File: src/rtl/ubs_pkg.sv
package ubs_pkg;
  localparam int DATA_W = 8;

  typedef struct packed {
    logic selWr;   // any write to the shared byte
    logic lineWr;  // write that also loads line control
  } strobe_t;

  // exact byte code for banks 2 and above: E0h plus four per step
  function automatic logic [DATA_W-1:0] bankCode(input int k);
    return 8'hE0 + 8'(4 * (k - 2));
  endfunction
endpackage

File: src/rtl/ubs_ctrl.sv
module ubs_ctrl
  import ubs_pkg::*;
#(
  parameter int ADDR_W = 3,
  parameter int SEL_OFFSET = 3
) (
  input  logic              wrEn,
  input  logic [ADDR_W-1:0] wrAddr,
  input  logic [DATA_W-1:0] wrData,
  output strobe_t           strobes
);
  localparam logic [ADDR_W-1:0] SelAddr = ADDR_W'(SEL_OFFSET);

  logic hitSel;

  always_comb begin
    hitSel         = wrEn && (wrAddr == SelAddr);
    strobes.selWr  = hitSel;
    strobes.lineWr = hitSel && !wrData[DATA_W-1];
  end
endmodule

File: src/rtl/ubs_datapath.sv
module ubs_datapath
  import ubs_pkg::*;
#(
  parameter int NUM_BANKS = 8,
  localparam int BANK_W = $clog2(NUM_BANKS)
) (
  input  logic              clk,
  input  logic              rstN,
  input  strobe_t           strobes,
  input  logic [DATA_W-1:0] wrData,
  output logic [DATA_W-1:0] selByte,
  output logic [DATA_W-1:0] lineCtrl,
  output logic [BANK_W-1:0] bankNum,
  output logic              bankReserved
);
  logic [NUM_BANKS-1:0] hit;
  logic [BANK_W-1:0]    nextBank;
  logic                 nextRes;

  assign hit[0] = !wrData[DATA_W-1];
  assign hit[1] = (wrData[DATA_W-1 -: 2] == 2'b10);

  for (genvar k = 2; k < NUM_BANKS; k++) begin : g_code
    assign hit[k] = (wrData == bankCode(k));
  end

  always_comb begin
    nextBank = '0;
    nextRes  = !(|hit);
    for (int k = 1; k < NUM_BANKS; k++) begin
      if (hit[k]) nextBank = BANK_W'(k);
    end
  end

  always_ff @(posedge clk) begin
    if (!rstN) begin
      selByte      <= '0;
      lineCtrl     <= '0;
      bankNum      <= '0;
      bankReserved <= 1'b0;
    end else begin
      if (strobes.selWr) begin
        selByte      <= wrData;
        bankNum      <= nextBank;
        bankReserved <= nextRes;
      end
      if (strobes.lineWr) lineCtrl <= wrData;
    end
  end
endmodule

File: src/rtl/uart_bank_sel.sv
module uart_bank_sel
  import ubs_pkg::*;
#(
  parameter int ADDR_W = 3,
  parameter int SEL_OFFSET = 3,
  parameter int NUM_BANKS = 8,
  localparam int BANK_W = $clog2(NUM_BANKS)
) (
  input  logic              clk,
  input  logic              rstN,
  input  logic              wrEn,
  input  logic [ADDR_W-1:0] wrAddr,
  input  logic [7:0]        wrData,
  output logic [7:0]        selByte,
  output logic [7:0]        lineCtrl,
  output logic [BANK_W-1:0] bankNum,
  output logic              bankReserved
);
  strobe_t strobes;

  ubs_ctrl #(.ADDR_W(ADDR_W), .SEL_OFFSET(SEL_OFFSET)) u_ctrl (
    .wrEn   (wrEn),
    .wrAddr (wrAddr),
    .wrData (wrData),
    .strobes(strobes)
  );

  ubs_datapath #(.NUM_BANKS(NUM_BANKS)) u_dp (
    .clk         (clk),
    .rstN        (rstN),
    .strobes     (strobes),
    .wrData      (wrData),
    .selByte     (selByte),
    .lineCtrl    (lineCtrl),
    .bankNum     (bankNum),
    .bankReserved(bankReserved)
  );
endmodule

File: config.mk
export PLATFORM = sky130hd
export DESIGN_NAME = uart_bank_sel
export DESIGN_NICKNAME = d
export VERILOG_FILES = /design/src/rtl/ubs_pkg.sv /design/src/rtl/ubs_ctrl.sv /design/src/rtl/ubs_datapath.sv /design/src/rtl/uart_bank_sel.sv
export SDC_FILE = /design/constraint.sdc
export NUM_CORES = 1
export LEC_CHECK = 0
export ABC_AREA = 0
export BUFFER_PORTS_ARGS = -buffer_cell sky130_fd_sc_hd__buf_2
export CAP_MARGIN = 15
export CORE_MARGIN = 2
export CORE_UTILIZATION = 46
export CTS_CLUSTER_DIAMETER = 30
export DETAILED_ROUTE_END_ITERATION = 10
export PLACE_DENSITY = 0.76
export SYNTH_ARGS = -nofsm -noshare
export SYNTH_HDL_FRONTEND = slang
export SYNTH_SLANG_ARGS = --single-unit
File: constraint.sdc
create_clock -name clk -period 1.85 [get_ports clk]
set_clock_uncertainty 0.2 [all_clocks]
set_input_delay 0.37 -clock clk [delete_from_list [all_inputs] [get_ports clk]]
set_output_delay 0.37 -clock clk [all_outputs]
set_load 0.05 [all_outputs]
==> results of run 1 <==
cells in the final DEF, fill, tap and decap left out:
master                     synthesis  layout
sky130_fd_sc_hd__nand4b_4          1       1
sky130_fd_sc_hd__nand2_1          22      22
sky130_fd_sc_hd__o21ai_1           7       7
sky130_fd_sc_hd__a21boi_1         18      18
sky130_fd_sc_hd__o41ai_1           1       1
sky130_fd_sc_hd__buf_2             2      33
sky130_fd_sc_hd__or3b_1            1       1
sky130_fd_sc_hd__nor3b_1           1       1
sky130_fd_sc_hd__a211o_1           1       1
sky130_fd_sc_hd__buf_4             0       4
sky130_fd_sc_hd__xnor2_1           1       1
sky130_fd_sc_hd__nand4_1           1       1
sky130_fd_sc_hd__nor2b_1           1       1
sky130_fd_sc_hd__nand3_1           7       7
sky130_fd_sc_hd__and4b_1           1       1
sky130_fd_sc_hd__a21oi_1           2       2
sky130_fd_sc_hd__o21a_1            1       1
sky130_fd_sc_hd__mux2i_1           1       1
sky130_fd_sc_hd__dfxtp_1          20      20
sky130_fd_sc_hd__clkbuf_8          0       1
sky130_fd_sc_hd__inv_1             1       1
sky130_fd_sc_hd__nand3b_1          1       1
sky130_fd_sc_hd__clkbuf_4          0       3
sky130_fd_sc_hd__or4_1             2       2
metrics by stage:
stage / instance area, µm² / std cells / hold slack [ns] / util
3_3_place_gp: 1060 / 153 / 0.217 / 0.606
5_1_grt: 1090 / 157 / 0.126 / 0.627
3_5_place_dp: 1060 / 153 / 0.222 / 0.606
2_1_floorplan: 867 / 98 / 0.305 / -
4_1_cts: 1090 / 157 / 0.120 / 0.627
6_report: 1090 / 157 / 0.126 / 0.627
final timing paths:
check,start,end,slack [ns],depth (start not counted)
worst max register to register,u_dp.bankNum[0]$_SDFFE_PN0N_,u_dp.bankNum[0]$_SDFFE_PN0N_,1.01,2
worst min register to register,u_dp.lineCtrl[7]$_SDFFE_PN0P_,u_dp.lineCtrl[7]$_SDFFE_PN0P_,0.24,2
worst min-delay path,wrData[2],u_dp.selByte[2]$_SDFFE_PN0N_,0.13,3
worst max-delay path,u_dp.lineCtrl[4]$_SDFFE_PN0P_,lineCtrl[4],0.35,1
layer usage:
metal	share of wire	wire length, µm	GRT usage	vias up
met1	0.46	898	0.245	375
met4	0.023	45	0.117	0
met3	0.049	96	0.0491	5
met5	0	0	0	-
li1	-	-	-	410
met2	0.46	901	0.316	23
flip-flops by register name, indices dropped and copies added (netlist names):
signal and flops:
u_dp.bankReserved 1, u_dp.lineCtrl 8, u_dp.selByte 8, u_dp.bankNum 3
synth_stat cells (2+ instances only):
master	number
sky130_fd_sc_hd__or4_1	2
sky130_fd_sc_hd__clkbuf_1	4
sky130_fd_sc_hd__dfxtp_1	20
sky130_fd_sc_hd__a21oi_1	2
sky130_fd_sc_hd__nand3_1	7
sky130_fd_sc_hd__nand2_1	22
sky130_fd_sc_hd__a21boi_1	18
sky130_fd_sc_hd__o21ai_1	7
sky130_fd_sc_hd__buf_2	2
report_power, final:
| part | internal [mW] | switching [mW] |
|---|---|---|
| sequential | 0.437 | 0.00275 |
| combinational | 0.0349 | 0.0638 |
| clock | 0.120 | 0.139 |
| total | 0.592 | 0.205 |
area by class of cell:
| class | instances | area, µm² | area share |
|---|---|---|---|
| clock buffers | 4 | 36.3 | 0.0332 |
| inverters | 1 | 3.75 | 0.00343 |
| multi-input cells | 70 | 427 | 0.390 |
| flip-flops and latches | 20 | 400 | 0.366 |
| well taps | 25 | 31.3 | 0.0286 |
| repair buffers | 37 | 195 | 0.178 |
cells by family (layout without fill, tap and decap cells):
group,Yosys count,in the layout,synth area share
simple gates,38,38,0.234
compound gates,30,30,0.237
flops,20,20,0.462
buf+inv,8,42,0.0462
xor+xnor,1,1,0.0101
mux,1,1,0.0115
==> impl_results.rst, run 1 <==
.. list-table::
   :header-rows: 1

   * - Metric
     - Value
   * - Post-synthesis area per instance
     - 8.85 µm²
   * - Total routing resource utilization after global routing
     - 0.199
   * - Mapped Area
     - 867 µm²
   * - Setup tns final
     - 0 ns
   * - Initial antenna violation count
     - 0
   * - Reported leakage power
     - ~0.48 nW
   * - RSZ-0062 raised after global routing
     - no
   * - Row cnt
     - 15
   * - Number of global-route vias before repair
     - 711
   * - Area of the core
     - 1750 µm²
   * - Largest fanout on the critical path
     - 2
   * - CP top delay family
     - flip-flops
   * - Vias
     - 813
   * - Global placement routability congestion
     - 0.814
   * - IO Count
     - 34
   * - Most used flip-flop cell after synthesis
     - sky130_fd_sc_hd__dfxtp_1
   * - DRT iter0 DRCs
     - 16
   * - Final #Nets
     - 147
   * - Share of synthesized area occupied by flip-flops and latches
     - 0.462
   * - Fin crit share
     - 0.811
   * - Detail Route Antenna Nets
     - 0
   * - Number of inserted filler cells in the final layout
     - roughly 170
   * - Number of buffers added on ports
     - 33
   * - Die Width
     - 47.4 µm
   * - Global route overflow
     - 0
   * - Worst setup EP type
     - primary output
   * - Time the worst path needs with I/O delays and setup
     - 1.50 ns
   * - Pin count of the biggest net entering global routing
     - 21
   * - Yosys synthesis warning count
     - 0
   * - Register clock-pin slew on the reported worst setup and hold paths
     - approximately 0.11 ns
   * - Worst slew margin
     - 0.796
   * - Total CTS buffers
     - 3
   * - Clock root buffer master
     - sky130_fd_sc_hd__clkbuf_4
   * - Power Total
     - ~0.80 mW
   * - Sink Count
     - 20
   * - Worst path cell trace
     - buf_2
   * - Net count after synthesis
     - about 110
   * - Critical Path Slowest Stage Cell
     - sky130_fd_sc_hd__dfxtp_1
   * - Post-cts sizing count
     - 0
   * - Hold/Removal Path Class
     - input pin to register
   * - Top cells by area in the synthesized netlist
     - sky130_fd_sc_hd__dfxtp_1 (46%), sky130_fd_sc_hd__a21boi_1 (16%), sky130_fd_sc_hd__nand2_1 (9.5%)
   * - Worst path setup slack after routing
     - 0.350 ns
   * - Synthesis-to-layout area growth
     - 26.1%
   * - Critical Path AT
     - approximately 0.93 ns
   * - Detail-routed via count per cell
     - about 5.2
   * - Yosys top cell by area
     - sky130_fd_sc_hd__dfxtp_1
   * - Hold violation total from the final report
     - 0
   * - Worst-margin pin slew
     - 0.305 ns
   * - Category of the worst setup path launch point
     - register
   * - Latest clock arrival within the worst-skew pair
     - approximately 0.30 ns
   * - Yosys cell types
     - 23
   * - Area fraction of the dominant cell type after synthesis
     - 0.462
   * - Remaining routing DRC violations
     - 0
   * - Crit path largest cell delay
     - 0.36 ns
   * - Maximum root-to-sink buffer count
     - 2
   * - Fraction of final layout cells with drive strength greater than 1
     - 0.318
   * - Share of flip-flops with an asynchronous set or reset after synthesis
     - 0
   * - Synth Instances
     - 98
   * - Number of violations of the max-capacitance limit
     - 0
   * - HPWL reported at the end of detailed placement
     - 1.47 mm
   * - Setup WS pre-CTS
     - 0.0369 ns
   * - Starting density of the core
     - 0.497
   * - Final number of max-transition violations
     - 0
   * - Global-route wire length before repair
     - 3.03 mm
   * - Yosys reg bits
     - 20
   * - Routed len/inst
     - 12.4 µm
   * - Power density over the cells
     - ~730 nW/µm²
   * - Peak Freq
     - 666 MHz
   * - Overall die area
     - 2250 µm²
   * - EDFF count, synth
     - 0
   * - Outcome
     - finished clean
   * - Setup violation total in the final timing report
     - 0
   * - Final antenna diode count
     - 0
   * - Maximum vdd ir drop
     - 0.000541 V
   * - Category of the critical setup timing path
     - register to primary output
   * - CTS tree
     - done
   * - CP Buf/Inv Count
     - 1
   * - Number of optimization iterations in the first detailed-route pass
     - 6
   * - Final wirelength
     - 1.94 mm
   * - Number of post-CTS setup repair buffers
     - 0
   * - Die Y
     - between 40 and 50 µm
   * - Data required time at the worst endpoint
     - 1.28 ns
   * - Depth of the CTS H-tree
     - 1
   * - Hold buffer count at CTS
     - 0
(Power assumes the default switching activity.)
==> run 2, diff against run 1 <==
- ABC_AREA: 0 -> 1
- clock period: 1.85 -> 1.4 ns (I/O delays scaled with it)
==> run 2 against run 1 <==
Compared with the run above:
- critical path type unchanged
- sequential share of layout area shrank 2.3 points
- setup slack lost 0.31 ns
- first-iteration DRC count fell by 25%
- design area increased by 6.8%
- clock-buffer cell count is 1 lower
- worst hold slack worse by 0.091 ns
- cell count is 16% higher
- highest routed layer unchanged
==> impl_results.rst, run 2 <==
.. list-table::
   :header-rows: 1

   * - Metric
     - Value
   * - Category of the critical setup timing path
     - register to primary output
   * - Worst path setup slack after routing
     - just under 0.04 ns
   * - Post-synthesis area per instance
     - 7.22 µm²
   * - Number of buffers added on ports
     - 33
   * - Final #Nets
     - 172
   * - Top flop regs
     - u_dp.lineCtrl (8), u_dp.selByte (8), u_dp.bankNum (3)
   * - Area of the core
     - 1760 µm²
   * - Worst slew margin
     - 0.817
   * - Detail-routed via count per cell
     - 4.80
   * - Global route overflow
     - 0
   * - Portion of netlist area occupied by mux cells
     - 0
   * - Yosys synthesis warning count
     - 0
   * - Hold depth
     - 3
   * - Depth of the CTS H-tree
     - 1
   * - CTS tree
     - done
   * - Global placement routability congestion
     - 0.829
   * - Top cells by area in the synthesized netlist
     - sky130_fd_sc_hd__dfxtp_1 (45%), sky130_fd_sc_hd__nor2_1 (11%), sky130_fd_sc_hd__inv_1 (7.2%)
   * - Vias
     - 874
   * - Launching point of the worst reg2reg path
     - u_dp.bankNum[2]$_SDFFE_PN0N_
   * - Largest fanout on the critical path
     - 2
   * - Number of global-route vias before repair
     - 739
   * - Worst slack on hold paths
     - 0.0343 ns
   * - Maximum root-to-sink buffer count
     - 2
   * - Worst min-delay path endpoint
     - u_dp.lineCtrl[0]$_SDFFE_PN0P_
   * - Clock root buffer master
     - sky130_fd_sc_hd__clkbuf_4
   * - Total routing resource utilization after global routing
     - 0.182
   * - Remaining routing DRC violations
     - 0
   * - IO Count
     - 34
   * - EDFF count, synth
     - 0
   * - CP top delay family
     - flip-flops
   * - Yosys reg bits
     - 20
   * - Share of synthesized area occupied by flip-flops and latches
     - 0.455
   * - HPWL reported at the end of detailed placement
     - 1.41 mm
   * - Initial antenna violation count
     - 0
   * - Critical Path Slowest Stage Cell
     - sky130_fd_sc_hd__dfxtp_1
   * - Hold path start
     - wrData[0]
   * - Reg2reg path depth
     - 4
   * - Net count after synthesis
     - ~140
   * - Share of flip-flops with an asynchronous set or reset after synthesis
     - 0
   * - Register clock-pin slew on the reported worst setup and hold paths
     - between 0.1 and 0.15 ns
   * - Hold violation total from the final report
     - 0
   * - Number of optimization iterations in the first detailed-route pass
     - 4
   * - Peak Freq
     - 735 MHz
   * - Total CTS buffers
     - 3
   * - Setup violation total in the final timing report
     - 0
   * - Worst-margin pin slew
     - around 0.28 ns
   * - Fin crit share
     - 0.972
   * - Final number of max-transition violations
     - 0
   * - Worst setup EP type
     - primary output
   * - Reg-to-Reg End
     - u_dp.bankNum[2]$_SDFFE_PN0N_
   * - Latest clock arrival within the worst-skew pair
     - 0.29 ns
   * - Final wirelength
     - 1.90 mm
   * - Die Width
     - 47.8 µm
   * - Hold buffer count at CTS
     - 0
   * - Reg2Reg Setup Slack
     - 0.56 ns
   * - Outcome
     - finished clean
   * - Share of the synthesized area in compound gates (AO/OA/AOI/OAI)
     - 0.145
   * - Category of the worst setup path launch point
     - register
   * - DRT iter0 DRCs
     - 12
   * - Most repeated cell in the gate-level netlist after synthesis
     - sky130_fd_sc_hd__nor2_1
   * - Crit path largest cell delay
     - between 0.3 and 0.4 ns
   * - Critical Path AT
     - 0.88 ns
   * - RSZ-0062 raised after global routing
     - no
   * - Row cnt
     - 15
   * - Global-route wire length before repair
     - a little under 3 mm
   * - Fraction of final layout cells with drive strength greater than 1
     - 0.306
   * - Hold/Removal Path Class
     - input pin to register
   * - Setup WS pre-CTS
     - 0.0334 ns
   * - Setup tns final
     - 0 ns
   * - Starting density of the core
     - 0.499
   * - Yosys cell types
     - 22
   * - Synth Instances
     - between 100 and 150
   * - Overall die area
     - 2280 µm²
   * - Mapped Area
     - 881 µm²
   * - Power density over the cells
     - roughly 1000 nW/µm²
   * - CP Buf/Inv Count
     - 1
   * - Adder-Cell Fraction of Synth Area
     - 0
   * - Most used flip-flop cell after synthesis
     - sky130_fd_sc_hd__dfxtp_1
   * - Routed len/inst
     - roughly 10 µm
   * - Final antenna diode count
     - 0
   * - Area fraction of the dominant cell type after synthesis
     - 0.455
   * - Dominant combinational cell family by area after synthesis
     - simple AND/OR/NAND/NOR gates
   * - Number of violations of the max-capacitance limit
     - 0
   * - Sink Count
     - 20
   * - Worst path cell trace
     - clkbuf_4
   * - Leading post-synthesis cells by instance count
     - sky130_fd_sc_hd__nor2_1 (26), sky130_fd_sc_hd__dfxtp_1 (20), sky130_fd_sc_hd__inv_1 (17), sky130_fd_sc_hd__nand2_1 (17), sky130_fd_sc_hd__nand3_1 (10)
   * - Share of the synthesized netlist area taken by xor and xnor gates
     - 0
   * - Yosys top cell by area
     - sky130_fd_sc_hd__dfxtp_1
   * - Most common library cell in the layout ignoring fill and taps
     - sky130_fd_sc_hd__nor2_1
   * - Detail Route Antenna Nets
     - 0
   * - Pin count of the biggest net entering global routing
     - 17
   * - Simple-gate share of the synthesized area
     - 0.297
   * - Die Y
     - between 40 and 50 µm
   * - Leading cell types in the layout, fill and taps excluded
     - sky130_fd_sc_hd__nor2_1 (26), sky130_fd_sc_hd__dfxtp_1 (20), sky130_fd_sc_hd__inv_1 (17), sky130_fd_sc_hd__nand2_1 (17), sky130_fd_sc_hd__buf_4 (14)
   * - Maximum vdd ir drop
     - 0.000654 V
   * - Data required time at the worst endpoint
     - between 0.9 and 1 ns
   * - Reported leakage power
     - approximately 0.54 nW
   * - Synthesis-to-layout area growth
     - 32.5%
   * - Time the worst path needs with I/O delays and setup
     - 1.36 ns
## run 2: changes by cell type after synthesis, sizes merged, moves of 4 or more
cell	delta
inv	+18
nand3	+4
a21boi	-18
clkbuf	-4
nor2	+28
o21ai	+8
## run 2: kinds of logic after synthesis
kind of cell / Yosys count
flops: 20
compound gates: 21
simple gates: 59
buf+inv: 22
## run 2: per-layer routing
metal  up-vias  share of wire  wire (µm)  GRT usage
met4         0          0.018         35     0.0811
met3         6          0.064        122     0.0377
met2        30           0.47        885      0.312
met1       384           0.45        853      0.216
met5         -              0          0          0
li1        454              -          -          -
## run 2: how the worst max path moves through the flow
stage	startpoint	end	slack (ns)	cells past startpoint
after floorplan	wrEn	u_dp.bankNum[2]$_SDFFE_PN0N_	0.21	8
after global placement	wrAddr[2]	u_dp.bankNum[0]$_SDFFE_PN0N_	0.08	7
after detailed placement	wrAddr[2]	u_dp.bankNum[0]$_SDFFE_PN0N_	0.03	7
after CTS	u_dp.selByte[6]$_SDFFE_PN0N_	selByte[6]	0.004	1
after global routing	u_dp.bankNum[0]$_SDFFE_PN0N_	bankNum[0]	0.002	1
final	u_dp.selByte[7]$_SDFFE_PN0N_	selByte[7]	0.04	1
## run 2: area by class of cell
type / count / area (µm²)
fillers: 177 / 597
flip-flops and latches: 20 / 400
multi-input cells: 80 / 389
repair buffers: 33 / 215
inverters: 20 / 78.8
well taps: 25 / 31.3
clock inverters: 1 / 30.0
clock buffers: 3 / 22.5
## run 2: through the flow
| stage | instances | area, µm² | total power [mW] | util |
|---|---|---|---|---|
| floorplan | 122 | 881 | 0.707 | - |
| global placement | 178 | 1060 | 0.758 | 0.604 |
| detailed placement | 178 | 1060 | 0.759 | 0.604 |
| CTS | 182 | 1130 | 1.22 | 0.640 |
| global route | 182 | 1170 | 1.27 | 0.662 |
| finish | 182 | 1170 | 1.22 | 0.662 |
## run 2: timing repair
item | 4_1_cts | 5_1_grt
endpoints found under the setup margin | 5 | 15
buffers inserted | 0 | 0
pin swaps | 0 | 0
gates resized for setup | 5 | 24
## run 2: where the power goes
group	total [mW]	internal [mW]	switching, mW
logic	0.167	0.0505	0.117
registers	0.588	0.582	0.00633
clock network	0.467	0.290	0.177
==> run 3, diff against run 2 <==
- ABC_AREA: 1 -> not set
- BUFFER_PORTS_ARGS: -buffer_cell sky130_fd_sc_hd__buf_2 -> not set
- CORE_UTILIZATION: 46 -> 55
- DONT_BUFFER_PORTS: not set -> 1
- PLACE_DENSITY: 0.76 -> 0.7
==> run 3 against run 2 <==
Compared with the run above:
- the flow now finishes with violations (negative hold slack)
- critical path depth stayed put
- non-clock buffer count is 3 lower
- fmax is 1.6% higher
- sequential power is 2% lower
- combinational power is 29% lower
- cell count is 23% lower
- power is 4.7% lower
- register-to-register slack worse by 0.22 ns
- utilization is 12 points higher
- sequential cell count stayed put
==> impl_results.rst, run 3 (synthesized netlist as in run 1, its figures left out) <==
.. list-table::
   :header-rows: 1

   * - Metric
     - Value
   * - Power Total
     - 1.16 mW
   * - Remaining routing DRC violations
     - 0
   * - Hold/Removal Path Class
     - input pin to register
   * - Latest clock arrival within the worst-skew pair
     - 0.30 ns
   * - Final antenna diode count
     - 0
   * - Number of violations of the max-capacitance limit
     - 0
   * - Worst slew margin
     - 0.785
   * - Worst path cell trace
     - buf_4
   * - Global-route wire length before repair
     - 3.31 mm
   * - Grt met2 use
     - 0.400
   * - Detail-routed via count per cell
     - 5.57
   * - Vias
     - around 800
   * - Critical Path Slowest Stage Cell
     - sky130_fd_sc_hd__dfxtp_1
   * - Crit path largest cell delay
     - 0.35 ns
   * - Fin crit share
     - 0.957
   * - Hold buffer count at CTS
     - 7
   * - Worst setup EP type
     - primary output
   * - Number of optimization iterations in the first detailed-route pass
     - 4
   * - Top flop regs
     - u_dp.lineCtrl (8), u_dp.selByte (8), u_dp.bankNum (3)
   * - Met3 routing resource usage after global routing
     - 0.0417
   * - Leading cell types in the layout, fill and taps excluded
     - sky130_fd_sc_hd__nand2_1 (22), sky130_fd_sc_hd__buf_4 (22), sky130_fd_sc_hd__dfxtp_1 (20)
   * - DRT iter0 DRCs
     - 9
   * - Initial antenna violation count
     - 0
   * - Most utilized layer in the global route result
     - met2
   * - Final #Nets
     - 140
   * - Violated checks
     - negative hold slack
   * - Number of post-CTS setup repair buffers
     - 0
   * - Depth of the CTS H-tree
     - 1
   * - Outcome
     - finished, violations left
   * - Setup violation total in the final timing report
     - 0
   * - Number of inserted filler cells in the final layout
     - 106
   * - Pin count of the biggest net entering global routing
     - 21
   * - Detail Route Antenna Nets
     - 0
   * - Worst-margin pin slew
     - 0.322 ns
   * - CTS tree
     - done
   * - Routed len/inst
     - 14.2 µm
   * - Worst slack on hold paths
     - -0.111 ns
   * - Clock root buffer master
     - sky130_fd_sc_hd__clkbuf_4
   * - Die Y
     - 43.7 µm
   * - Peak Freq
     - 747 MHz
   * - Total routing resource utilization after global routing
     - 0.237
   * - Global placement routability congestion
     - 0.715
   * - Synthesis-to-layout area growth
     - 33.6%
   * - Starting density of the core
     - 0.582
   * - Number of buffers added on ports
     - 0
   * - Die Width
     - around 44 µm
   * - Hold violation total from the final report
     - 20
   * - IO Count
     - 34
   * - FF/Latch Area
     - 400 µm²
   * - Category of the worst setup path launch point
     - register
   * - Post-cts sizing count
     - 0
   * - Sink Count
     - 20
   * - Post-route core utilization
     - 0.778
   * - HPWL reported at the end of detailed placement
     - ~1.4 mm
   * - Global routing met1 resource utilization
     - 0.293
   * - Area of the core
     - 1490 µm²
   * - Maximum root-to-sink buffer count
     - 2
   * - Fraction of final layout cells with drive strength greater than 1
     - 0.224
   * - Area of the multi-input gates
     - 427 µm²
   * - Total CTS buffers
     - 3
   * - Global route overflow
     - 0
   * - CP top delay family
     - flip-flops
   * - Final number of max-transition violations
     - 0
   * - RSZ-0062 raised after global routing
     - no
   * - Overall die area
     - 1910 µm²
   * - Category of the critical setup timing path
     - register to primary output
   * - Number of global-route vias before repair
     - 788
   * - Largest fanout on the critical path
     - 2
   * - Data required time at the worst endpoint
     - 0.92 ns
   * - Power density over the cells
     - 1010 nW/µm²
   * - Maximum vdd ir drop
     - 0.00106 V
   * - Register clock-pin slew on the reported worst setup and hold paths
     - 0.11 ns
   * - Setup tns final
     - 0 ns
   * - Time the worst path needs with I/O delays and setup
     - 1.34 ns
   * - CP Buf/Inv Count
     - 1
   * - Final wirelength
     - 2.01 mm
   * - Reported leakage power
     - roughly 0.46 nW
   * - Row cnt
     - 14
   * - Critical Path AT
     - approximately 0.86 ns
[run 3: changes by cell type in the layout (fill, tap and decap cells not counted), moves of 7 or more]
cell,change
sky130_fd_sc_hd__a21boi_1,+18
sky130_fd_sc_hd__inv_1,-16
sky130_fd_sc_hd__dlygate4sd3_1,+7
sky130_fd_sc_hd__buf_2,-13
sky130_fd_sc_hd__nor2_1,-26
sky130_fd_sc_hd__buf_4,+8
[run 3: final timing paths]
kind | from | endpoint | slack [ns] | cells after the start
worst max-delay path | u_dp.selByte[5]$_SDFFE_PN0N_ | selByte[5] | 0.06 | 1
worst max register to register | u_dp.selByte[5]$_SDFFE_PN0N_ | u_dp.selByte[5]$_SDFFE_PN0N_ | 0.34 | 3
worst min-delay path | rstN | u_dp.lineCtrl[7]$_SDFFE_PN0P_ | -0.11 | 2
worst min register to register | u_dp.selByte[6]$_SDFFE_PN0N_ | u_dp.selByte[6]$_SDFFE_PN0N_ | 0.26 | 2
[run 3: layout make-up]
class                      instances  share of cell area
tap                               16              0.0173
sequential                        20               0.346
inverter                           1             0.00324
multi-input combinational         70               0.368
timing repair buffer              30               0.220
clock inverter                     1              0.0259
clock buffer                       3              0.0194
[run 3: routing by layer]
layer	vias up	share of wire
li1	398	-
met1	353	0.43
met2	29	0.48
met3	5	0.069
met4	0	0.019
met5	-	0
[run 3: where the power goes]
part	switching [mW]	internal [mW]
Sequential	0.00253	0.577
Combinational	0.0660	0.0527
Clock	0.177	0.290
Total	0.246	0.919
[run 3: through the flow]
| stage | cells | cell area, µm² | setup slack [ns] |
|---|---|---|---|
| 3_3_place_gp | 130 | 1040 | -0.173 |
| 6_report | 141 | 1160 | 0.0605 |
| 5_1_grt | 141 | 1160 | 0.0230 |
| 4_1_cts | 141 | 1160 | 0.0669 |
| 2_1_floorplan | 98 | 867 | -0.122 |
| 3_5_place_dp | 130 | 1040 | -0.184 |
